### src/rtl/pcit_pkg.sv
package pcit_pkg;

    // Transaction tracking state of the target
    typedef enum logic [1:0] {
        ST_IDLE = 2'd0,  // bus idle or between transactions
        ST_SKIP = 2'd1,  // another agent's transaction in progress
        ST_XFER = 2'd2,  // claimed, moving data
        ST_STOP = 2'd3   // disconnect issued, waiting for FRAME to end
    } pcit_state_e;

    localparam logic [3:0] CMD_MEM_RD = 4'b0110;
    localparam logic [3:0] CMD_MEM_WR = 4'b0111;

endpackage

### src/rtl/pcit_decode.sv
module pcit_decode
    import pcit_pkg::*;
#(
    parameter int DW       = 32,
    parameter int WIN_LOG2 = 6
) (
    input  logic [DW-1:WIN_LOG2]      addr_hi,
    input  logic [1:0]                addr_lo,
    input  logic [3:0]                cmd,
    input  logic [DW-WIN_LOG2-1:0]    base,
    output logic                      hit,
    output logic                      is_wr
);
    logic cmd_ok;

    always_comb begin
        cmd_ok = (cmd == CMD_MEM_RD) || (cmd == CMD_MEM_WR);
        hit    = cmd_ok && (addr_hi == base) && (addr_lo == 2'b00);
        is_wr  = (cmd == CMD_MEM_WR);
    end

endmodule

### src/rtl/pcit_mem.sv
module pcit_mem #(
    parameter int DW    = 32,
    parameter int WORDS = 16
) (
    input  logic                 clk,
    input  logic                 rst_n,
    input  logic                 we,
    input  logic [DW/8-1:0]      be,
    input  logic [$clog2(WORDS)-1:0] waddr,
    input  logic [DW-1:0]        wdata,
    input  logic [$clog2(WORDS)-1:0] raddr,
    output logic [DW-1:0]        rdata
);
    localparam int LANES = DW / 8;
    localparam int WW    = $clog2(WORDS);

    logic [7:0] mem_q [WORDS][LANES];

    for (genvar w = 0; w < WORDS; w++) begin : g_word
        for (genvar b = 0; b < LANES; b++) begin : g_lane
            always_ff @(posedge clk or negedge rst_n) begin
                if (!rst_n) begin
                    mem_q[w][b] <= '0;
                end else if (we && be[b] && (waddr == WW'(w))) begin
                    mem_q[w][b] <= wdata[b*8 +: 8];
                end
            end

            // a lane changes only when its own enable selects it
            p_lane_hold_r6: assert property (@(posedge clk) disable iff (!rst_n)
                !(we && be[b] && (waddr == WW'(w))) |=> $stable(mem_q[w][b]));
        end
    end

    for (genvar b = 0; b < LANES; b++) begin : g_rd
        assign rdata[b*8 +: 8] = mem_q[raddr][b];
    end

endmodule

### src/rtl/pcit_parity.sv
module pcit_parity #(
    parameter int DW = 32
) (
    input  logic             clk,
    input  logic             rst_n,
    input  logic [DW-1:0]    data,
    input  logic [DW/8-1:0]  cbe,
    input  logic             drive,
    output logic             par,
    output logic             par_oe
);
    typedef struct packed {
        logic par;
        logic oe;
    } par_regs_t;

    par_regs_t p_d, p_q;

    always_comb begin
        p_d.par = ^{data, cbe};
        p_d.oe  = drive;
    end

    always_ff @(posedge clk or negedge rst_n) begin
        if (!rst_n) p_q <= '0;
        else        p_q <= p_d;
    end

    assign par    = p_q.par;
    assign par_oe = p_q.oe;

endmodule

### src/rtl/pcit_target.sv
module pcit_target
    import pcit_pkg::*;
#(
    parameter int DW       = 32,
    parameter int WIN_LOG2 = 6
) (
    input  logic                    clk,
    input  logic                    rst_n,
    input  logic [DW-WIN_LOG2-1:0]  win_base,
    input  logic                    frame_n,
    input  logic                    irdy_n,
    input  logic [DW/8-1:0]         cbe_n,
    input  logic [DW-1:0]           ad_in,
    output logic [DW-1:0]           ad_out,
    output logic                    ad_oe,
    output logic                    devsel_n,
    output logic                    trdy_n,
    output logic                    stop_n,
    output logic                    ctl_oe,
    output logic                    par,
    output logic                    par_oe
);
    localparam int WW    = WIN_LOG2 - 2;
    localparam int WORDS = 2 ** WW;
    localparam int LANES = DW / 8;

    typedef struct packed {
        pcit_state_e     state;
        logic            wr;
        logic [WW-1:0]   word;
        logic            devsel_n;
        logic            trdy_n;
        logic            stop_n;
    } regs_t;

    regs_t r_d, r_q;

    logic            hit, is_wr;
    logic            mem_we;
    logic            phase_done;
    logic [WW-1:0]   nxt_word;
    logic [DW-1:0]   mem_rdata;

    pcit_decode #(.DW(DW), .WIN_LOG2(WIN_LOG2)) i_decode (
        .addr_hi (ad_in[DW-1:WIN_LOG2]),
        .addr_lo (ad_in[1:0]),
        .cmd     (cbe_n[3:0]),
        .base    (win_base),
        .hit     (hit),
        .is_wr   (is_wr)
    );

    pcit_mem #(.DW(DW), .WORDS(WORDS)) i_mem (
        .clk   (clk),
        .rst_n (rst_n),
        .we    (mem_we),
        .be    (~cbe_n),
        .waddr (r_q.word),
        .wdata (ad_in),
        .raddr (r_q.word),
        .rdata (mem_rdata)
    );

    pcit_parity #(.DW(DW)) i_parity (
        .clk    (clk),
        .rst_n  (rst_n),
        .data   (ad_out),
        .cbe    (cbe_n),
        .drive  (ad_oe),
        .par    (par),
        .par_oe (par_oe)
    );

    always_comb begin
        r_d        = r_q;
        mem_we     = 1'b0;
        phase_done = !irdy_n && !r_q.trdy_n;
        nxt_word   = r_q.word + WW'(1);

        case (r_q.state)
            ST_IDLE: begin
                if (!frame_n) begin
                    if (hit) begin
                        r_d.state    = ST_XFER;
                        r_d.wr       = is_wr;
                        r_d.word     = ad_in[WIN_LOG2-1:2];
                        r_d.devsel_n = 1'b0;
                        r_d.trdy_n   = 1'b0;
                        r_d.stop_n   = !(&ad_in[WIN_LOG2-1:2]);
                    end else begin
                        r_d.state = ST_SKIP;
                    end
                end
            end
            ST_SKIP: begin
                if (frame_n && irdy_n) r_d.state = ST_IDLE;
            end
            ST_XFER: begin
                if (phase_done) begin
                    mem_we = r_q.wr;
                    if (frame_n) begin
                        r_d.state    = ST_IDLE;
                        r_d.devsel_n = 1'b1;
                        r_d.trdy_n   = 1'b1;
                        r_d.stop_n   = 1'b1;
                    end else if (!r_q.stop_n) begin
                        r_d.state  = ST_STOP;
                        r_d.trdy_n = 1'b1;
                    end else begin
                        r_d.word   = nxt_word;
                        r_d.stop_n = !(&nxt_word);
                    end
                end
            end
            ST_STOP: begin
                if (frame_n && !irdy_n) begin
                    r_d.state    = ST_IDLE;
                    r_d.devsel_n = 1'b1;
                    r_d.trdy_n   = 1'b1;
                    r_d.stop_n   = 1'b1;
                end
            end
            default: r_d = r_q;
        endcase
    end

    always_ff @(posedge clk or negedge rst_n) begin
        if (!rst_n) begin
            r_q          <= '0;
            r_q.state    <= ST_IDLE;
            r_q.devsel_n <= 1'b1;
            r_q.trdy_n   <= 1'b1;
            r_q.stop_n   <= 1'b1;
        end else begin
            r_q <= r_d;
        end
    end

    assign devsel_n = r_q.devsel_n;
    assign trdy_n   = r_q.trdy_n;
    assign stop_n   = r_q.stop_n;
    assign ctl_oe   = (r_q.state == ST_XFER) || (r_q.state == ST_STOP);
    assign ad_oe    = (r_q.state == ST_XFER) && !r_q.wr;
    assign ad_out   = mem_rdata;

    // ---------------------------------------------------------------- checks
    p_fast_claim_r1: assert property (@(posedge clk) disable iff (!rst_n)
        (r_q.state == ST_IDLE && !frame_n && hit) |=> (!devsel_n && !trdy_n));

    p_no_claim_r2: assert property (@(posedge clk) disable iff (!rst_n)
        (r_q.state == ST_IDLE && !frame_n && !hit) |=> (devsel_n && trdy_n && stop_n && !ad_oe));

    p_devsel_hold_r3: assert property (@(posedge clk) disable iff (!rst_n)
        (!devsel_n && !(frame_n && !irdy_n && (!trdy_n || !stop_n))) |=> !devsel_n);

    p_release_together_r3: assert property (@(posedge clk) disable iff (!rst_n)
        $rose(devsel_n) |-> (trdy_n && stop_n));

    p_resp_needs_devsel_r3: assert property (@(posedge clk) disable iff (!rst_n)
        (!trdy_n || !stop_n || ad_oe) |-> !devsel_n);

    p_addr_turn_r4: assert property (@(posedge clk) disable iff (!rst_n)
        (r_q.state == ST_IDLE) |-> (devsel_n && trdy_n && stop_n && !ctl_oe && !ad_oe));

    p_wait_hold_r7: assert property (@(posedge clk) disable iff (!rst_n)
        (ad_oe && !trdy_n && irdy_n) |=> $stable(ad_out));

    p_stop_hold_r8: assert property (@(posedge clk) disable iff (!rst_n)
        (!stop_n && !frame_n) |=> !stop_n);

    p_par_follow_r9: assert property (@(posedge clk) disable iff (!rst_n)
        par_oe == $past(ad_oe));

    p_par_even_r9: assert property (@(posedge clk) disable iff (!rst_n)
        par_oe |-> ($countones({par, $past(ad_out), $past(cbe_n)}) % 2 == 0));

endmodule

### config.mk
export PLATFORM = sky130hd
export DESIGN_NAME = pcit_target
export DESIGN_NICKNAME = d
export VERILOG_FILES = /design/src/rtl/pcit_pkg.sv /design/src/rtl/pcit_decode.sv /design/src/rtl/pcit_mem.sv /design/src/rtl/pcit_parity.sv /design/src/rtl/pcit_target.sv
export SDC_FILE = /design/constraint.sdc
export NUM_CORES = 1
export LEC_CHECK = 0
export BUFFER_PORTS_ARGS = -buffer_cell sky130_fd_sc_hd__buf_2
export CORE_ASPECT_RATIO = 1.2
export CORE_MARGIN = 2
export CORE_UTILIZATION = 40
export CTS_CLUSTER_DIAMETER = 150
export CTS_CLUSTER_SIZE = 10
export DETAILED_ROUTE_END_ITERATION = 16
export PLACE_DENSITY = 0.53
export SYNTH_ARGS = -nofsm -noshare
export SYNTH_HDL_FRONTEND = slang
export SYNTH_SLANG_ARGS = --single-unit
### constraint.sdc
create_clock -name clk -period 3.4 [get_ports clk]
set_input_delay 0.34 -clock clk [delete_from_list [all_inputs] [get_ports clk]]
set_output_delay 0.34 -clock clk [all_outputs]
set_load 0.01 [all_outputs]
==> impl_metrics.env, run 1 <==
export IMPL_diodes=0
export IMPL_grt_overflow=0
export IMPL_cp_arrival_ns=3.70
export IMPL_powerDensity_nw_per_um2=503
export IMPL_clkTransAtPathRegs_ns=0.06
export IMPL_nFillCells=5355
export IMPL_power_internal_uw=10200
export IMPL_coreArea_um2=60600
export IMPL_synth_most_common_cell="dfrtp_1"
export IMPL_place_congestion=0.768
export IMPL_rsz0062_at_grt="false"
export IMPL_drive_gt1_share_pct=54.0
export IMPL_max_slew_margin_rel_pct=37.2
export IMPL_grt_max_degree=92
export IMPL_die_area_um2=63000
export IMPL_clk_latency_ns=0.61
export IMPL_syn2layout_area_growth_pct=14.8
export IMPL_status="completed"
export IMPL_initial_core_util_pct=40.3
export IMPL_wl_per_cell_um=25.7
export IMPL_worstSetupPathType="reg -> reg"
export IMPL_reg2reg_depth=8
export IMPL_portBuffers=104
export IMPL_firstDrtPassIters=5
export IMPL_seqCellArea_um2=13100
export IMPL_clock_root_buffer="clkbuf_16"
export IMPL_io_pins=105
export IMPL_grt_pass1_wl_mm=99.2
export IMPL_drt_iter0_markers=714
export IMPL_die_w_um=229
export IMPL_grt_pass1_vias=15100
export IMPL_holdPathStages=3
export IMPL_power_frac_clock_pct=39.6
export IMPL_netlist_top_cells_count="dfrtp_1 (521), mux2_2 (512), mux4_2 (144), clkbuf_1 (82), nand3_1 (71)"
export IMPL_ys_flop_type="dfrtp_1"
export IMPL_ys_seq_area_share_pct=53.8
export IMPL_cap_violations=0
export IMPL_placementRows=99
export IMPL_layout_nets=1788
export IMPL_synth_largest_area_cell="dfrtp_1"
export IMPL_syn_area_um2=24400
export IMPL_finalSetupTns_ns=0
export IMPL_regToRegEndpoint="i_parity.par"
export IMPL_multi_input_area_um2=10700
export IMPL_timing_rr_start="r_q[3]"
export IMPL_fp_dieH_um=274
export IMPL_crit_required_ns=3.93
export IMPL_p_seq_share_pct=45.4
export IMPL_endpoint_kind="flip-flop"
export IMPL_min_period_ns=3.17
export IMPL_p_sw_share_pct=27.5
export IMPL_ant_nets=0
export IMPL_syn_area_per_cell_um2=15.5
export IMPL_vias_per_cell=5.56
export IMPL_min_from="ad_in[2]"
export IMPL_synth_cells=1570
export IMPL_fmax_mhz=316
export IMPL_finalMaxSlewViolations=0
export IMPL_final_period_utilization_pct=93.2
export IMPL_finClkSkew_ns=0.0148
export IMPL_netlist_top_cells_area="dfrtp_1 (53%), mux2_2 (24%), mux4_2 (13%), xnor2_1 (1.5%), nand3_1 (1.5%)"
export IMPL_rrSetupSlack_ns=0.23
export IMPL_finish_utilization_pct=46.2
export IMPL_drc_errors=0
export IMPL_post_cts_buffers=0
export IMPL_track_usage_pct=21.1
export IMPL_yosysWarnings=0
export IMPL_async_reset_ff_share_pct=100
export IMPL_antenna_found_initial=2
export IMPL_hpwlAfterDp_mm=42.7
export IMPL_hp_class="in -> reg"
export IMPL_tritoncts="yes"
export IMPL_clkSinkCount=524
export IMPL_numCtsBuffers=58
export IMPL_syn_nets=1644
export IMPL_via_count=14100
export IMPL_setup_viol=0
export IMPL_worst_path_max_fanout=30
export IMPL_critPathLaunchType="flip-flop"
export IMPL_worstMarginPinSlew_ns=0.943
export IMPL_yosysTopAreaCellShare_pct=53.5
export IMPL_p_switching_uw=3870
export IMPL_power_leakage_uw=0.0137
export IMPL_hold_end="r_q[3]"
export IMPL_max_vdd_ir_drop_mv=0.395
export IMPL_ys_types=38
export IMPL_clock_path_buffers=3
export IMPL_final_hold_viol_count=0
export IMPL_htreeDepth=2
export IMPL_synth_seq_cells=524
export IMPL_drt_wl_total_mm=65.1
export IMPL_p_comb_share_pct=15.0
export IMPL_synth_edf_count=0
logic make-up (layout without fill, tap and decap cells):
group                    count (synthesis)  in the layout  synth area share (%)
adder cells (fa/ha/maj)                  8              8                 0.411
XOR/XNOR                                60             60                  2.21
flip-flops                             524            524                  53.8
AND/OR/NAND/NOR                        128            128                  2.48
multiplexers                           657            657                  37.0
AO/OA/AOI/OAI                           60             60                  1.73
buffers and inverters                  133            292                  2.39
layer usage:
metal  track usage (%)  vias to the layer above  wire length (um)
li1                  -                     6149                 -
met1              27.9                     7617             28300
met2              35.5                      236             32100
met3              3.43                      109              2430
met4              7.43                        4              2270
met5                 0                        -                21
how the worst max path moves through the flow:
stage	from	endpoint	slack, ns	depth (start not counted)
detailed placement	r_q[3]	i_parity.par	0.05	8
finish	r_q[3]	i_parity.par	0.23	8
CTS	r_q[3]	i_parity.par	0.05	8
floorplan	r_q[3]	i_parity.par	0.56	10
global placement	r_q[3]	i_parity.par	0.04	8
global route	r_q[3]	i_parity.par	0.02	10
state kept, by name, summed over array words and instances, names as in the netlist:
register         flops
devsel_n             1
i_mem.mem_q        512
i_parity.par         1
i_parity.par_oe      1
r_q                  7
stop_n               1
trdy_n               1
placed cells by master, fill, tap and decap left out, types with 8 or more instances in the layout:
master,netlist,final
mux2_2,512,512
mux4_2,144,144
a21oi_1,9,9
xnor2_1,41,40
xor2_1,18,18
a22oi_1,32,32
clkbuf_16,0,61
inv_1,8,8
ha_1,8,8
nand3_1,71,71
buf_4,1,86
buf_12,0,16
dfrtp_1,521,518
nor2_1,21,20
buf_2,9,103
nand2_1,21,21
clkbuf_1,82,13
repair_timing:
action | 4_1_cts | 5_1_grt
gates resized for setup | 0 | 1
hold buffers | 3 | 0
hold endpoints to repair | 82 | 0
endpoints found under the setup margin | 0 | 1
layout make-up:
type / count / area share, %
Sequential cell: 524 / 46.9
Multi-Input combinational cell: 913 / 38.3
Clock buffer: 74 / 5.63
Timing Repair Buffer: 209 / 5.45
Tap cell: 808 / 3.61
Inverter: 8 / 0.107
Clock inverter: 1 / 0.0313
power groups by stage:
| stage | Sequential, uW | Clock [uW] | Combinational, uW |
|---|---|---|---|
| 2_1_floorplan | 6460 | 0 | 1290 |
| 3_3_place_gp | 6510 | 0 | 2150 |
| 3_5_place_dp | 6510 | 0 | 2150 |
| 4_1_cts | 6400 | 5750 | 2150 |
| 5_1_grt | 6400 | 5990 | 2270 |
| 6_report | 6400 | 5580 | 2110 |
critical path, cell delays in order, from the launching register on:
cell and delay (ns):
dfrtp_4 0.53, buf_12 0.29, mux4_2 0.55, mux4_2 0.54
xor2_1 0.39, xnor2_1 0.14, xnor2_1 0.17, xnor2_2 0.31
xnor2_1 0.16
per-stage QoR:
step | cells | hold WS (ns) | total power [uW] | setup slack, ns | cell area [um^2]
after floorplan | 1570 | 0.0444 | 7750 | 0.556 | 24400
after global placement | 2459 | 0.436 | 8660 | 0.0427 | 26400
after detailed placement | 2459 | 0.447 | 8660 | 0.0451 | 26400
after CTS | 2537 | 0.172 | 14300 | 0.0495 | 28000
after global routing | 2537 | 0.205 | 14700 | 0.0232 | 28000
final | 2537 | 0.197 | 14100 | 0.231 | 28000
Note: power is estimated with default switching activity, not from simulation.
==> inputs of run 2 (changes only) <==
--- a/config.mk
+++ b/config.mk
@@ -13,6 +13,7 @@
 export CTS_CLUSTER_SIZE = 10
 export DETAILED_ROUTE_END_ITERATION = 16
 export PLACE_DENSITY = 0.53
+export RECOVER_POWER = 25
 export SYNTH_ARGS = -nofsm -noshare
 export SYNTH_HDL_FRONTEND = slang
 export SYNTH_SLANG_ARGS = --single-unit
==> run 2 against run 1 <==
  * The run now ends with capacitance limit, slew limit left
  * Critical path depth stayed put
  * Routed wire length is essentially flat
  * Fmax decreased by 0.27%
  * Final area about the same
  * Flip-flop and latch count unchanged
  * Register-to-register slack hardly changed
  * Largest cell class unchanged
  * Critical endpoint unchanged
  * Clock power hardly changed
  * Final cell count is the same
==> impl_metrics.env, run 2 (same netlist as run 1, synthesis figures left out) <==
export IMPL_status="finished, violations left"
export IMPL_violations="capacitance limit, slew limit"
export IMPL_die_area_um2=63000
export IMPL_coreArea_um2=60600
export IMPL_track_usage_pct=21.1
export IMPL_antenna_found_initial=2
export IMPL_worst_path_max_fanout=30
export IMPL_finalMaxSlewViolations=86
export IMPL_startpoint="r_q[3]"
export IMPL_p_seq_share_pct=45.4
export IMPL_numCtsBuffers=58
export IMPL_grt_max_degree=92
export IMPL_drt_iter0_markers=735
export IMPL_max_vdd_ir_drop_mv=0.395
export IMPL_instances_no_fill=2537
export IMPL_vias_per_cell=5.57
export IMPL_p_switching_uw=3870
export IMPL_io_pins=105
export IMPL_tritoncts="yes"
export IMPL_initial_core_util_pct=40.3
export IMPL_finClkSkew_ns=0.0144
export IMPL_worstSetupPathType="reg -> reg"
export IMPL_finalSetupTns_ns=0
export IMPL_power_internal_uw=10200
export IMPL_largest_register="i_mem.mem_q"
export IMPL_clock_path_buffers=3
export IMPL_final_cell_mix="dfrtp_1 (518), mux2_2 (512), mux4_2 (144)"
export IMPL_final_period_utilization_pct=93.4
export IMPL_max_slew_margin_rel_pct=-73.6
export IMPL_final_common_cell="dfrtp_1"
export IMPL_via_count=14100
export IMPL_wl_met3_mm=2.24
export IMPL_cap_violations=1
export IMPL_layout_nets=1788
export IMPL_htreeDepth=2
export IMPL_endpoint_kind="flip-flop"
export IMPL_clock_root_buffer="clkbuf_16"
export IMPL_p_sw_share_pct=27.4
export IMPL_grt_pass1_wl_mm=99.2
export IMPL_firstDrtPassIters=5
export IMPL_ant_nets=0
export IMPL_drc_errors=0
export IMPL_drt_wl_total_mm=65.1
export IMPL_cp_arrival_ns=3.71
export IMPL_powerDensity_nw_per_um2=504
export IMPL_p_comb_share_pct=15.0
export IMPL_wl_met2_mm=32.1
export IMPL_clk_latency_ns=0.61
export IMPL_diodes=0
export IMPL_worstMarginPinSlew_ns=2.60
export IMPL_wl_per_cell_um=25.7
export IMPL_portBuffers=104
export IMPL_fp_dieH_um=274
export IMPL_timing_rr_start="r_q[3]"
export IMPL_rsz0062_at_grt="false"
export IMPL_syn2layout_area_growth_pct=14.7
export IMPL_placementRows=99
export IMPL_min_from="ad_in[2]"
export IMPL_finish_utilization_pct=46.2
export IMPL_routed_top_layer="met5"
export IMPL_critPathLaunchType="flip-flop"
export IMPL_power_leakage_uw=0.0137
export IMPL_die_w_um=229
export IMPL_hpwlAfterDp_mm=42.7
export IMPL_power_frac_clock_pct=39.6
export IMPL_dp_cells=2459
export IMPL_grt_pass1_vias=15100
export IMPL_met1Wirelength_mm=28.4
export IMPL_dp_slack_ns=0.0451
export IMPL_clkTransAtPathRegs_ns=0.06
export IMPL_clkSinkCount=524
export IMPL_reg_top3="i_mem.mem_q: 512 flops, r_q: 7 flops"
export IMPL_crit_required_ns=3.93
export IMPL_fin_ws_ns=0.223
export IMPL_grt_overflow=0
export IMPL_hp_class="in -> reg"
export IMPL_drive_gt1_share_pct=54.0
export IMPL_fmax_mhz=315
export IMPL_min_period_ns=3.18
export IMPL_setup_viol=0
export IMPL_final_hold_viol_count=0
export IMPL_largest_register_ffs=512
export IMPL_place_congestion=0.768
## run 2: cell count changes in the layout (fill, tap and decap cells not counted)
cell      delta
buf_8        -1
buf_4        -4
clkbuf_2     +5
## run 2: what timing repair did
action,CTS,global route
setup buffers,0,0
endpoints found under the hold margin,82,0
gates resized for setup,0,1
setup endpoints to repair,0,1
hold buffers,3,0
## run 2: layout make-up
class,count,area (um^2)
fillers,5360,32600
clock buffers,74,1580
flip-flops and latches,524,13100
inverters,8,30.0
clock inverters,1,8.76
well taps,808,1010
multi-input cells,913,10700
repair buffers,209,1510
## run 2: worst paths after layout
| kind | slack (ns) | to | cells past startpoint |
|---|---|---|---|
| worst max-delay path | 0.22 | i_parity.par | 8 |
| worst min-delay path | 0.20 | r_q[3] | 3 |
| worst max register to register | 0.22 | i_parity.par | 8 |
| worst min register to register | 0.50 | i_mem.mem_q[140] | 1 |
| max in group asynchronous | 0.75 | i_mem.mem_q[129] | 3 |
| min in group asynchronous | 1.09 | i_mem.mem_q[353] | 2 |
## run 2: per-stage QoR
stage                     total power (uW)  instance area (um^2)  hold WS, ns
final                                14100                 28000        0.195
after CTS                            14300                 28000        0.172
after global routing                 14700                 28000        0.205
after global placement                8660                 26400        0.436
after floorplan                       7750                 24400       0.0444
after detailed placement              8660                 26400        0.447
## run 2: metal layers
layer  GRT usage [%]  vias to the layer above
li1                -                     6149
met4            7.43                        4
met5               0                        -
met3            3.43                      107
met2            35.5                      240
met1            27.9                     7627
## run 2: power groups by stage
| stage | logic [uW] | registers, uW | clock network [uW] |
|---|---|---|---|
| finish | 2110 | 6400 | 5580 |
| global route | 2270 | 6400 | 5990 |
| CTS | 2150 | 6400 | 5750 |
| detailed placement | 2150 | 6510 | 0 |
| global placement | 2150 | 6510 | 0 |
| floorplan | 1290 | 6460 | 0 |
## run 2: critical path, cell delays in order (launching register included)
cell and delay [ns]:
dfrtp_4 0.53, buf_12 0.29, mux4_2 0.55, mux4_2 0.54, xor2_1 0.39, xnor2_1 0.14, xnor2_1 0.17, xnor2_2 0.32
xnor2_1 0.15
